==> config.mk <==
export PLATFORM = sky130hd
export DESIGN_NAME = nvm_refresh_seq
export DESIGN_NICKNAME = d
export VERILOG_FILES = /design/src/rtl/refresh_pkg.sv /design/src/rtl/refresh_addr_ctr.sv /design/src/rtl/refresh_fsm.sv /design/src/rtl/nvm_refresh_seq.sv
export SDC_FILE = /design/constraint.sdc
export NUM_CORES = 1
export LEC_CHECK = 0
export CAP_MARGIN = 20
export CORE_MARGIN = 10
export CORE_UTILIZATION = 43
export DETAILED_ROUTE_END_ITERATION = 6
export GPL_ROUTABILITY_DRIVEN = 1
export PLACE_DENSITY = 0.78
export SYNTH_ARGS = -nofsm -noshare
export SYNTH_HDL_FRONTEND = slang
export SYNTH_SLANG_ARGS = --single-unit
==> constraint.sdc <==
create_clock -name clk -period 1.8 [get_ports clk]
set_clock_uncertainty 0.05 [all_clocks]
set_input_delay 0.36 -clock clk [delete_from_list [all_inputs] [get_ports clk]]
set_output_delay 0.36 -clock clk [all_outputs]
set_load 0.01 [all_outputs]
==> src/rtl/refresh_pkg.sv <==
package refresh_pkg;

    localparam logic [7:0] KEY_FIRST  = 8'h55;
    localparam logic [7:0] KEY_SECOND = 8'hAA;

    typedef enum logic [3:0] {
        ST_IDLE,
        ST_SETUP,
        ST_READ,
        ST_CAPT,
        ST_KEY1,
        ST_KEY2,
        ST_WRITE,
        ST_WAIT,
        ST_NEXT,
        ST_END
    } seq_state_e;

    typedef struct packed {
        logic       data_sel;
        logic       wr_en;
        logic       mask;
        logic       rd_req;
        logic       key_wr;
        logic [7:0] key_data;
        logic       wr_req;
    } ctl_drive_t;

    function automatic logic in_run(input seq_state_e s);
        return (s != ST_IDLE) && (s != ST_END);
    endfunction

    function automatic ctl_drive_t decode_drive(input seq_state_e s);
        ctl_drive_t d;
        d          = '0;
        d.data_sel = in_run(s);
        d.wr_en    = in_run(s);
        d.mask     = in_run(s);
        d.rd_req   = (s == ST_READ);
        d.key_wr   = (s == ST_KEY1) || (s == ST_KEY2);
        d.key_data = (s == ST_KEY1) ? KEY_FIRST :
                     (s == ST_KEY2) ? KEY_SECOND : 8'h00;
        d.wr_req   = (s == ST_WRITE);
        return d;
    endfunction

endpackage

==> src/rtl/refresh_addr_ctr.sv <==
module refresh_addr_ctr #(
    parameter int ADDR_W = 8
) (
    input  logic              clk,
    input  logic              rst,
    input  logic              clr,
    input  logic              inc,
    output logic [ADDR_W-1:0] addr,
    output logic              last
);
    localparam logic [ADDR_W-1:0] TOP = {ADDR_W{1'b1}};

    always_ff @(posedge clk) begin
        if (rst || clr) addr <= '0;
        else if (inc)   addr <= addr + 1'b1;
    end

    assign last = (addr == TOP);


    addr_step_chk: assert property (@(posedge clk) disable iff (rst)
        (inc && !clr) |=> (addr == ADDR_W'($past(addr) + 1'b1)));

endmodule

==> src/rtl/refresh_fsm.sv <==
module refresh_fsm
    import refresh_pkg::*;
#(
    parameter int DATA_W = 8
) (
    input  logic              clk,
    input  logic              rst,
    input  logic              start,
    input  logic              abort_req,
    input  logic              ctl_busy,
    input  logic              ctl_err,
    input  logic              addr_last,
    input  logic [DATA_W-1:0] rd_data,
    output logic              addr_clr,
    output logic              addr_inc,
    output ctl_drive_t        drive,
    output logic [DATA_W-1:0] wr_data,
    output logic              busy,
    output logic              done,
    output logic              err_flag
);
    seq_state_e        state;
    logic [DATA_W-1:0] hold;
    logic              abort_pend;

    always_ff @(posedge clk) begin
        if (rst) begin
            state      <= ST_IDLE;
            hold       <= '0;
            err_flag   <= 1'b0;
            abort_pend <= 1'b0;
        end else if (state == ST_IDLE) begin
            if (start) begin
                state      <= ST_SETUP;
                err_flag   <= 1'b0;
                abort_pend <= 1'b0;
            end
        end else if (state == ST_END) begin
            state <= ST_IDLE;
        end else if (ctl_err) begin
            state    <= ST_END;
            err_flag <= 1'b1;
        end else begin
            if (abort_req) abort_pend <= 1'b1;
            unique case (state)
                ST_SETUP: state <= ST_READ;
                ST_READ:  state <= ST_CAPT;
                ST_CAPT: begin
                    hold  <= rd_data;
                    state <= ST_KEY1;
                end
                ST_KEY1:  state <= ST_KEY2;
                ST_KEY2:  state <= ST_WRITE;
                ST_WRITE: state <= ST_WAIT;
                ST_WAIT:  if (!ctl_busy) state <= ST_NEXT;
                ST_NEXT:  state <= (addr_last || abort_pend) ? ST_END : ST_READ;
                default:  state <= ST_IDLE;
            endcase
        end
    end

    assign drive    = decode_drive(state);
    assign wr_data  = hold;
    assign busy     = (state != ST_IDLE);
    assign done     = (state == ST_END);
    assign addr_clr = (state == ST_IDLE) && start;
    assign addr_inc = (state == ST_NEXT) && !ctl_err;


    key_order_chk: assert property (@(posedge clk) disable iff (rst)
        (drive.key_wr && drive.key_data == KEY_SECOND)
            |-> $past(drive.key_wr && drive.key_data == KEY_FIRST));


    wr_after_key_chk: assert property (@(posedge clk) disable iff (rst)
        drive.wr_req |-> $past(drive.key_wr && drive.key_data == KEY_SECOND));


    wr_guarded_chk: assert property (@(posedge clk) disable iff (rst)
        (drive.wr_req || drive.rd_req) |-> (drive.mask && drive.wr_en && drive.data_sel));


    done_pulse_chk: assert property (@(posedge clk) disable iff (rst)
        done |=> (!done && !busy));


    err_cause_chk: assert property (@(posedge clk) disable iff (rst)
        $rose(err_flag) |-> $past(ctl_err));


    no_req_while_busy_chk: assert property (@(posedge clk) disable iff (rst)
        ctl_busy |-> !(drive.rd_req || drive.wr_req));

endmodule

==> src/rtl/nvm_refresh_seq.sv <==
module nvm_refresh_seq
    import refresh_pkg::*;
#(
    parameter int ADDR_W = 8,
    parameter int DATA_W = 8
) (
    input  logic              clk,
    input  logic              rst,
    input  logic              start,
    input  logic              abort_req,
    output logic              busy,
    output logic              done,
    output logic              err_flag,
    output logic              irq_mask,
    output logic              ctl_data_sel,
    output logic              ctl_wr_en,
    output logic [ADDR_W-1:0] ctl_addr,
    output logic              ctl_rd_req,
    input  logic [DATA_W-1:0] ctl_rd_data,
    output logic              ctl_key_wr,
    output logic [7:0]        ctl_key_data,
    output logic              ctl_wr_req,
    output logic [DATA_W-1:0] ctl_wr_data,
    input  logic              ctl_busy,
    input  logic              ctl_err
);
    ctl_drive_t drv;
    logic       a_clr;
    logic       a_inc;
    logic       a_last;

    refresh_addr_ctr #(.ADDR_W(ADDR_W)) u_addr (
        .clk  (clk),
        .rst  (rst),
        .clr  (a_clr),
        .inc  (a_inc),
        .addr (ctl_addr),
        .last (a_last)
    );

    refresh_fsm #(.DATA_W(DATA_W)) u_fsm (
        .clk       (clk),
        .rst       (rst),
        .start     (start),
        .abort_req (abort_req),
        .ctl_busy  (ctl_busy),
        .ctl_err   (ctl_err),
        .addr_last (a_last),
        .rd_data   (ctl_rd_data),
        .addr_clr  (a_clr),
        .addr_inc  (a_inc),
        .drive     (drv),
        .wr_data   (ctl_wr_data),
        .busy      (busy),
        .done      (done),
        .err_flag  (err_flag)
    );

    assign irq_mask     = drv.mask;
    assign ctl_data_sel = drv.data_sel;
    assign ctl_wr_en    = drv.wr_en;
    assign ctl_rd_req   = drv.rd_req;
    assign ctl_key_wr   = drv.key_wr;
    assign ctl_key_data = drv.key_data;
    assign ctl_wr_req   = drv.wr_req;

endmodule

==> flow_summary.yaml, run 1 <==
run_status:
  outcome: "finished with violations"
  violations: "negative setup slack"
placement:
  post-dp-hpwl_um: 2700
  io_buffer_count: 46
  dp_cells: 217
  place.gp.congestion: 0.892
clocking:
  root_buffer: "clkbuf_4"
  numCtsBuffers: 3
  clk_path_buf_depth: 2
  cts_tree: "yes"
  htreeDepth: 1
  clk_pin_slew_ns: 0.12
  clkLatencyLatePin_ns: 0.31
  holdBufCountCts: 0
  cts.sinks: 22
floorplan:
  core-area_um2: 2760
  die_x_um: 73.7
  io_pins: 47
  initial_core_util_pct: 44.9
  dieArea_um2: 5430
  dieHeight_um: 73.7
  num_rows: 19
worst_setup_path:
  cpLargestDelayFamily: "simple AND/OR/NAND/NOR gates"
  reg2reg_to: "u_fsm.state[1]"
  cp-endpoint: "u_fsm.state[1]"
  path_class: "reg2reg"
  cp-startpoint: "u_fsm.state[2]"
  crit_fanout: 5
  rrSetupSlack_ns: -0.03
  crit_required_ns: 1.99
  path_cells: "buf_6 -> or4b_2 -> o32a_1 -> o22ai_1"
  crit_buf_inv: 1
  rr_startpoint: "u_fsm.state[2]"
  crit_slowest_cell: "or4b_2"
  cp.depth: 4
  reg2reg_depth: 4
  worstSetupEndpointType: "flip-flop"
  worstSetupStartpointType: "flip-flop"
  critPathMaxStageDelay_ns: 0.72
  cp.arrival_ns: 2.02
synthesis:
  synth_area_um2: 1240
  yosysWarnings: 0
  synth-edff-count: 0
  ys_types: 41
  synthCells: 141
  synth_seq_cells: 22
  synth_area_per_cell_um2: 8.79
  ys_seq_area_share_pct: 35.6
  synth_ff_type: "dfxtp_1"
  async_flop_share_pct: 0
  synth_nets: 156
timing:
  whs_ns: 0.455
  max_slew_margin_pct: 74.3
  finalSetupViolCount: 5
  rsz0062_at_grt: "yes"
  final.setup.worst_slack_ns: -0.0287
  hold_viol: 0
  final.setup.tns_ns: -0.0746
  fin_crit_sh_pct: 102
  finalMaxSlewViolations: 0
  tightest_slew_ns: 0.381
  fin_crit_ns: 1.83
  timing.fmax_mhz: 547
finish:
  utilization_pct: 72.5
  area_delta_synth_final_pct: 61.5
  layout.nets: 217
  antenna_cells: 0
  layout.cells.non_filler: 232
  fillers: 209
  layout-drive-gt1-share_pct: 36.3
pwr:
  total_power_w: 0.00238
  comb_power_share_pct: 61.3
  peakVddDrop_mv: 0.990
  power.density_nw_per_um2: 1190
  clockPowerShare_pct: 11.5
  leakagePower_nw: 0.770
  swShare_pct: 37.6
  p_int_w: 0.00149
  seq_power_share_pct: 27.1
  p_switching_w: 0.000896
global_routing:
  grt_pass1_wl_um: 6230
  grt-ovfl-total: 0
  grt_start_max_net_pins: 13
  gr-usage-all-layers_pct: 13.8
  antenna_found_initial: 0
  grt_pass1_vias: 1292
detailed_routing:
  postRouteAntennaNets: 0
  vias: 1237
  drt-initial-drc-count: 42
  viasPerCell: 5.33
  drt_pass1_iterations: 4
  wl_um: 3700
  drc: 0
  routedWlPerCell_um: 15.9
hold_path:
  hold_class: "reg2reg"
job:
  drv_cap: 0
==> cell type report <==
class / instances / area [µm²] / area share (%)
multi-input cells: 99 / 768 / 38.4
well taps: 31 / 38.8 / 1.94
repair buffers: 73 / 692 / 34.6
flip-flops and latches: 22 / 454 / 22.7
inverters: 3 / 11.3 / 0.563
clock buffers: 4 / 36.3 / 1.81
==> through the flow <==
step	setup WS [ns]	instance area [µm²]
CTS	-0.0574	1910
floorplan	0.0115	1250
finish	-0.0287	2000
detailed placement	-0.0946	1770
global placement	-0.0717	1770
global route	-0.0920	2000
==> placed cells by master, fill, tap and decap left out, types with 2 or more instances in the layout <==
master            n
clkdlybuf4s50_1  30
buf_4            22
nor2_1           20
dfxtp_1          17
buf_6            10
xnor2_1           8
mux2i_1           8
nand2_1           7
a21oi_1           6
nor4_4            4
nand3_1           4
clkdlybuf4s15_2   4
nor2_2            3
nand2b_1          3
clkbuf_4          3
buf_2             3
dfxtp_4           3
inv_1             2
nor3b_4           2
nor4b_2           2
nor3b_1           2
or3_1             2
nor3_1            2
o21ai_0           2
buf_12            2
dfxtp_2           2
==> cell usage after synthesis, drive strengths merged, types with 2 or more instances <==
| cell type | n | area share (%) |
|---|---|---|
| a21oi | 7 | 2.8 |
| nand2 | 8 | 2.4 |
| mux2i | 8 | 6.5 |
| dfxtp | 22 | 36 |
| o21ai | 2 | 0.81 |
| nand3 | 4 | 1.6 |
| nor3b | 4 | 2.4 |
| nor2 | 23 | 7.0 |
| nor4 | 4 | 5.7 |
| clkbuf | 6 | 1.8 |
| nor3 | 2 | 0.81 |
| inv | 3 | 0.91 |
| buf | 12 | 7.0 |
| or3 | 2 | 1.0 |
| nor4b | 3 | 3.3 |
| xnor2 | 8 | 5.7 |
| nand2b | 3 | 1.5 |
==> sequential cells by signal (all words and copies together) (netlist names) <==
register          flops
u_fsm.err_flag        1
u_addr.addr           8
u_fsm.abort_pend      1
u_fsm.state           4
u_fsm.wr_data         8
==> power by group through the flow <==
stage	Combinational (W)	Sequential, W	Clock (W)
floorplan	0.000660	0.000599	0
global placement	0.00112	0.000638	0
detailed placement	0.00114	0.000643	0
CTS	0.00131	0.000636	0.000282
global route	0.00156	0.000657	0.000303
finish	0.00146	0.000646	0.000275
==> kinds of logic after synthesis <==
group	Yosys count	synth area share (%)
and+or+nand+nor	63	32.2
DFF	22	35.6
buffers and inverters	21	9.70
AOI/OAI and AO/OA	17	8.69
xor gates and xnor gates	9	6.36
muxes	8	6.46
adders and majority gates	1	1.01
==> worst min-delay path, cell delays in order, from the launching register on <==
cell and delay, ns:
dfxtp_1 0.36, nand2_1 0.06, a21oi_1 0.05
==> layer usage <==
layer	GRT usage (%)	part of all wire (%)	wire length, µm	vias up
met5	0	0	0	-
met4	0.621	0.19	7	0
met3	6.19	9.5	352	2
met2	24.2	51	1880	48
met1	15.8	39	1460	583
li1	-	-	-	604
==> repair_timing <==
| item | in CTS | in global routing |
|---|---|---|
| buffers inserted | 7 | 3 |
| resized for setup | 69 | 20 |
| endpoints found under the setup margin | 22 | 29 |
| cloned | 1 | 0 |
| pin swaps | 4 | 11 |
==> worst min path at each step <==
stage,from,end,cells past startpoint
3_3_place_gp,u_fsm.wr_data[6],u_fsm.wr_data[6],2
4_1_cts,u_fsm.abort_pend,u_fsm.abort_pend,2
2_1_floorplan,rst,u_fsm.err_flag,1
3_5_place_dp,u_fsm.abort_pend,u_fsm.abort_pend,2
6_report,u_fsm.abort_pend,u_fsm.abort_pend,2
5_1_grt,u_fsm.abort_pend,u_fsm.abort_pend,2
No activity file was read; power rests on OpenSTA's default activity.
==> inputs of run 2 (changes only) <==
--- a/config.mk
+++ b/config.mk
@@ -5,12 +5,15 @@
 export SDC_FILE = /design/constraint.sdc
 export NUM_CORES = 1
 export LEC_CHECK = 0
+export ABC_AREA = 1
 export CAP_MARGIN = 20
+export CELL_PAD_IN_SITES_DETAIL_PLACEMENT = 1
+export CELL_PAD_IN_SITES_GLOBAL_PLACEMENT = 1
 export CORE_MARGIN = 10
-export CORE_UTILIZATION = 43
+export CORE_UTILIZATION = 29
 export DETAILED_ROUTE_END_ITERATION = 6
 export GPL_ROUTABILITY_DRIVEN = 1
-export PLACE_DENSITY = 0.78
+export PLACE_DENSITY_LB_ADDON = 0.1
 export SYNTH_ARGS = -nofsm -noshare
 export SYNTH_HDL_FRONTEND = slang
 export SYNTH_SLANG_ARGS = --single-unit
==> constraint.sdc (replaced) <==
create_clock -name clk -period 2 [get_ports clk]
set_clock_uncertainty 0.05 [all_clocks]
set_input_delay 0.4 -clock clk [delete_from_list [all_inputs] [get_ports clk]]
set_output_delay 0.4 -clock clk [all_outputs]
set_load 0.01 [all_outputs]
==> flow_summary.yaml, run 2 <==
synthesis:
  synthCells: 163
  synth-edff-count: 0
  ys_seq_area_share_pct: 37.0
  synth_nets: 178
  synth_common_cells: "29 x nand2_1, 22 x dfxtp_1, 21 x inv_1, 17 x a21oi_1, 11 x o21ai_0"
  netlist_top_cells_area: "dfxtp_1 37%, nand2_1 9.1%, a21oi_1 7.1%, inv_1 6.6%, buf_4 5.0%"
  yosysTopAreaCellShare_pct: 37.0
  synth_top_area_cell: "dfxtp_1"
  yosysWarnings: 0
  synth_area_um2: 1190
  synth.most_common_cell: "nand2_1"
  async_flop_share_pct: 0
  synth_seq_cells: 22
  synth_ff_type: "dfxtp_1"
  ys_types: 32
  synth_area_per_cell_um2: 7.31
global_routing:
  grt_pass1_vias: 1315
  grt_start_max_net_pins: 17
  antenna_found_initial: 0
  gr-usage-all-layers_pct: 10.4
  grt-ovfl-total: 0
  grt_pass1_wl_um: 6200
job:
  drv_cap: 0
clocking:
  clk_pin_slew_ns: 0.08
  numCtsBuffers: 3
  holdBufCountCts: 0
  post_cts_buffers: 0
  clkLatencyLatePin_ns: 0.26
  cts.sinks: 22
  cts_tree: "yes"
  clk_path_buf_depth: 2
  htreeDepth: 1
  root_buffer: "clkbuf_8"
timing:
  fin_crit_sh_pct: 93.7
  finalSetupViolCount: 0
  final.setup.tns_ns: 0
  rsz0062_at_grt: "no"
  timing.fmax_mhz: 534
  fin_crit_ns: 1.87
  tightest_slew_ns: 0.280
  final.setup.worst_slack_ns: 0.126
  hold_viol: 0
  max_slew_margin_pct: 81.3
  finalMaxSlewViolations: 0
floorplan:
  dieHeight_um: 84.1
  initial_core_util_pct: 29.8
  dieArea_um2: 7070
  num_rows: 23
  core-area_um2: 4000
  die_x_um: 84.1
  io_pins: 47
worst_setup_path:
  path_cells: "inv_2 -> nand2_1 -> nor2_2 -> nor2_4 -> dlygate4sd2_1"
  worstSetupEndpointType: "primary output"
  crit_slowest_cell: "dfxtp_1"
  crit_fanout: 5
  crit_buf_inv: 2
  cpLargestDelayFamily: "buffers and inverters"
  worstSetupStartpointType: "flip-flop"
  path_class: "reg2out"
  cp.arrival_ns: 1.42
  critPathMaxStageDelay_ns: 0.35
  crit_required_ns: 1.55
pwr:
  leakagePower_nw: 0.732
  peakVddDrop_mv: 0.272
  power.density_nw_per_um2: 567
finish:
  antenna_cells: 0
  seq_area_um2: 443
  layout-drive-gt1-share_pct: 16.4
  layout.cells.non_filler: 257
  mostFrequentLayoutCell: "clkdlybuf4s50_1"
  multiInputGateArea_um2: 602
  layout.nets: 224
  fillers: 496
  layout_common_cells: "30 x clkdlybuf4s50_1, 28 x nand2_1, 21 x inv_1"
  area_delta_synth_final_pct: 45.0
  utilization_pct: 43.2
detailed_routing:
  drc: 0
  wl_um: 3570
  met1_length_um: 1440
  drt-initial-drc-count: 16
  postRouteAntennaNets: 0
  routedWlPerCell_um: 13.9
  dr_wl_met3_um: 225
  wl_met2_um: 1880
  top_layer: "met4"
  drt_pass1_iterations: 4
  vias: 1180
  viasPerCell: 4.59
placement:
  post-dp-hpwl_um: 3010
  dp_cells: 254
  place.gp.congestion: 0.905
  dp_slack_ns: -0.00693
  io_buffer_count: 46
run_status:
  outcome: "completed"
hold_path:
  hold_class: "reg2reg"
-- run 2: power by group --
group	total [W]	internal [W]	switching, W
registers	0.000468	0.000453	0.0000149
logic	0.000238	0.000105	0.000132
clock network	0.000273	0.000134	0.000139
-- run 2: cell type report --
cell class | count | area share (%)
Timing Repair Buffer | 50 | 27.5
Clock buffer | 3 | 2.39
Sequential cell | 22 | 25.7
Tap cell | 50 | 3.62
Multi-Input combinational cell | 105 | 34.9
Inverter | 27 | 6.01
-- run 2: worst min-delay path, delay by kind of cell, from the launching register on --
kind | cells | cell delay (ns)
buffers and inverters | 1 | 0.05
DFF | 1 | 0.31
AOI/OAI and AO/OA | 1 | 0.05
-- run 2: path summary, 6_finish.rpt --
path | slack, ns | endpoint | cells after the start | from
worst min register to register | 0.40 | u_fsm.wr_data[4] | 2 | u_fsm.wr_data[4]
worst min-delay path | 0.40 | u_fsm.wr_data[4] | 2 | u_fsm.wr_data[4]
worst max register to register | 0.56 | u_addr.addr[2] | 6 | u_fsm.state[2]
worst max-delay path | 0.13 | ctl_wr_en | 5 | u_fsm.state[1]
-- run 2: timing repair --
item                                    CTS  global route
pin swaps                                 1             0
endpoints found under the setup margin   16             4
gates resized for setup                  21             3
hold endpoints to repair                  0             0
cloned                                    0             0
-- run 2: cells by family after synthesis --
group | count (synthesis) | synth area share, %
simple gates | 67 | 29.4
buf+inv | 36 | 14.2
compound gates | 35 | 16.9
flops | 22 | 37.0
xor+xnor | 2 | 1.47
fa+ha+maj | 1 | 1.05
-- run 2: stage by stage --
step	total power [W]	cell area, µm²	hold slack [ns]
after global routing	0.00105	1730	0.420
after CTS	0.000999	1720	0.402
after detailed placement	0.000727	1680	0.391
after global placement	0.000723	1680	0.380
after floorplan	0.000614	1190	0.406
final	0.000978	1730	0.396
-- run 2: metal layers --
| metal | up-vias | track usage [%] |
|---|---|---|
| met3 | 2 | 4.39 |
| met5 | - | 0 |
| met2 | 22 | 19.4 |
| met1 | 554 | 10.2 |
| met4 | 0 | 2.28 |
| li1 | 602 | - |
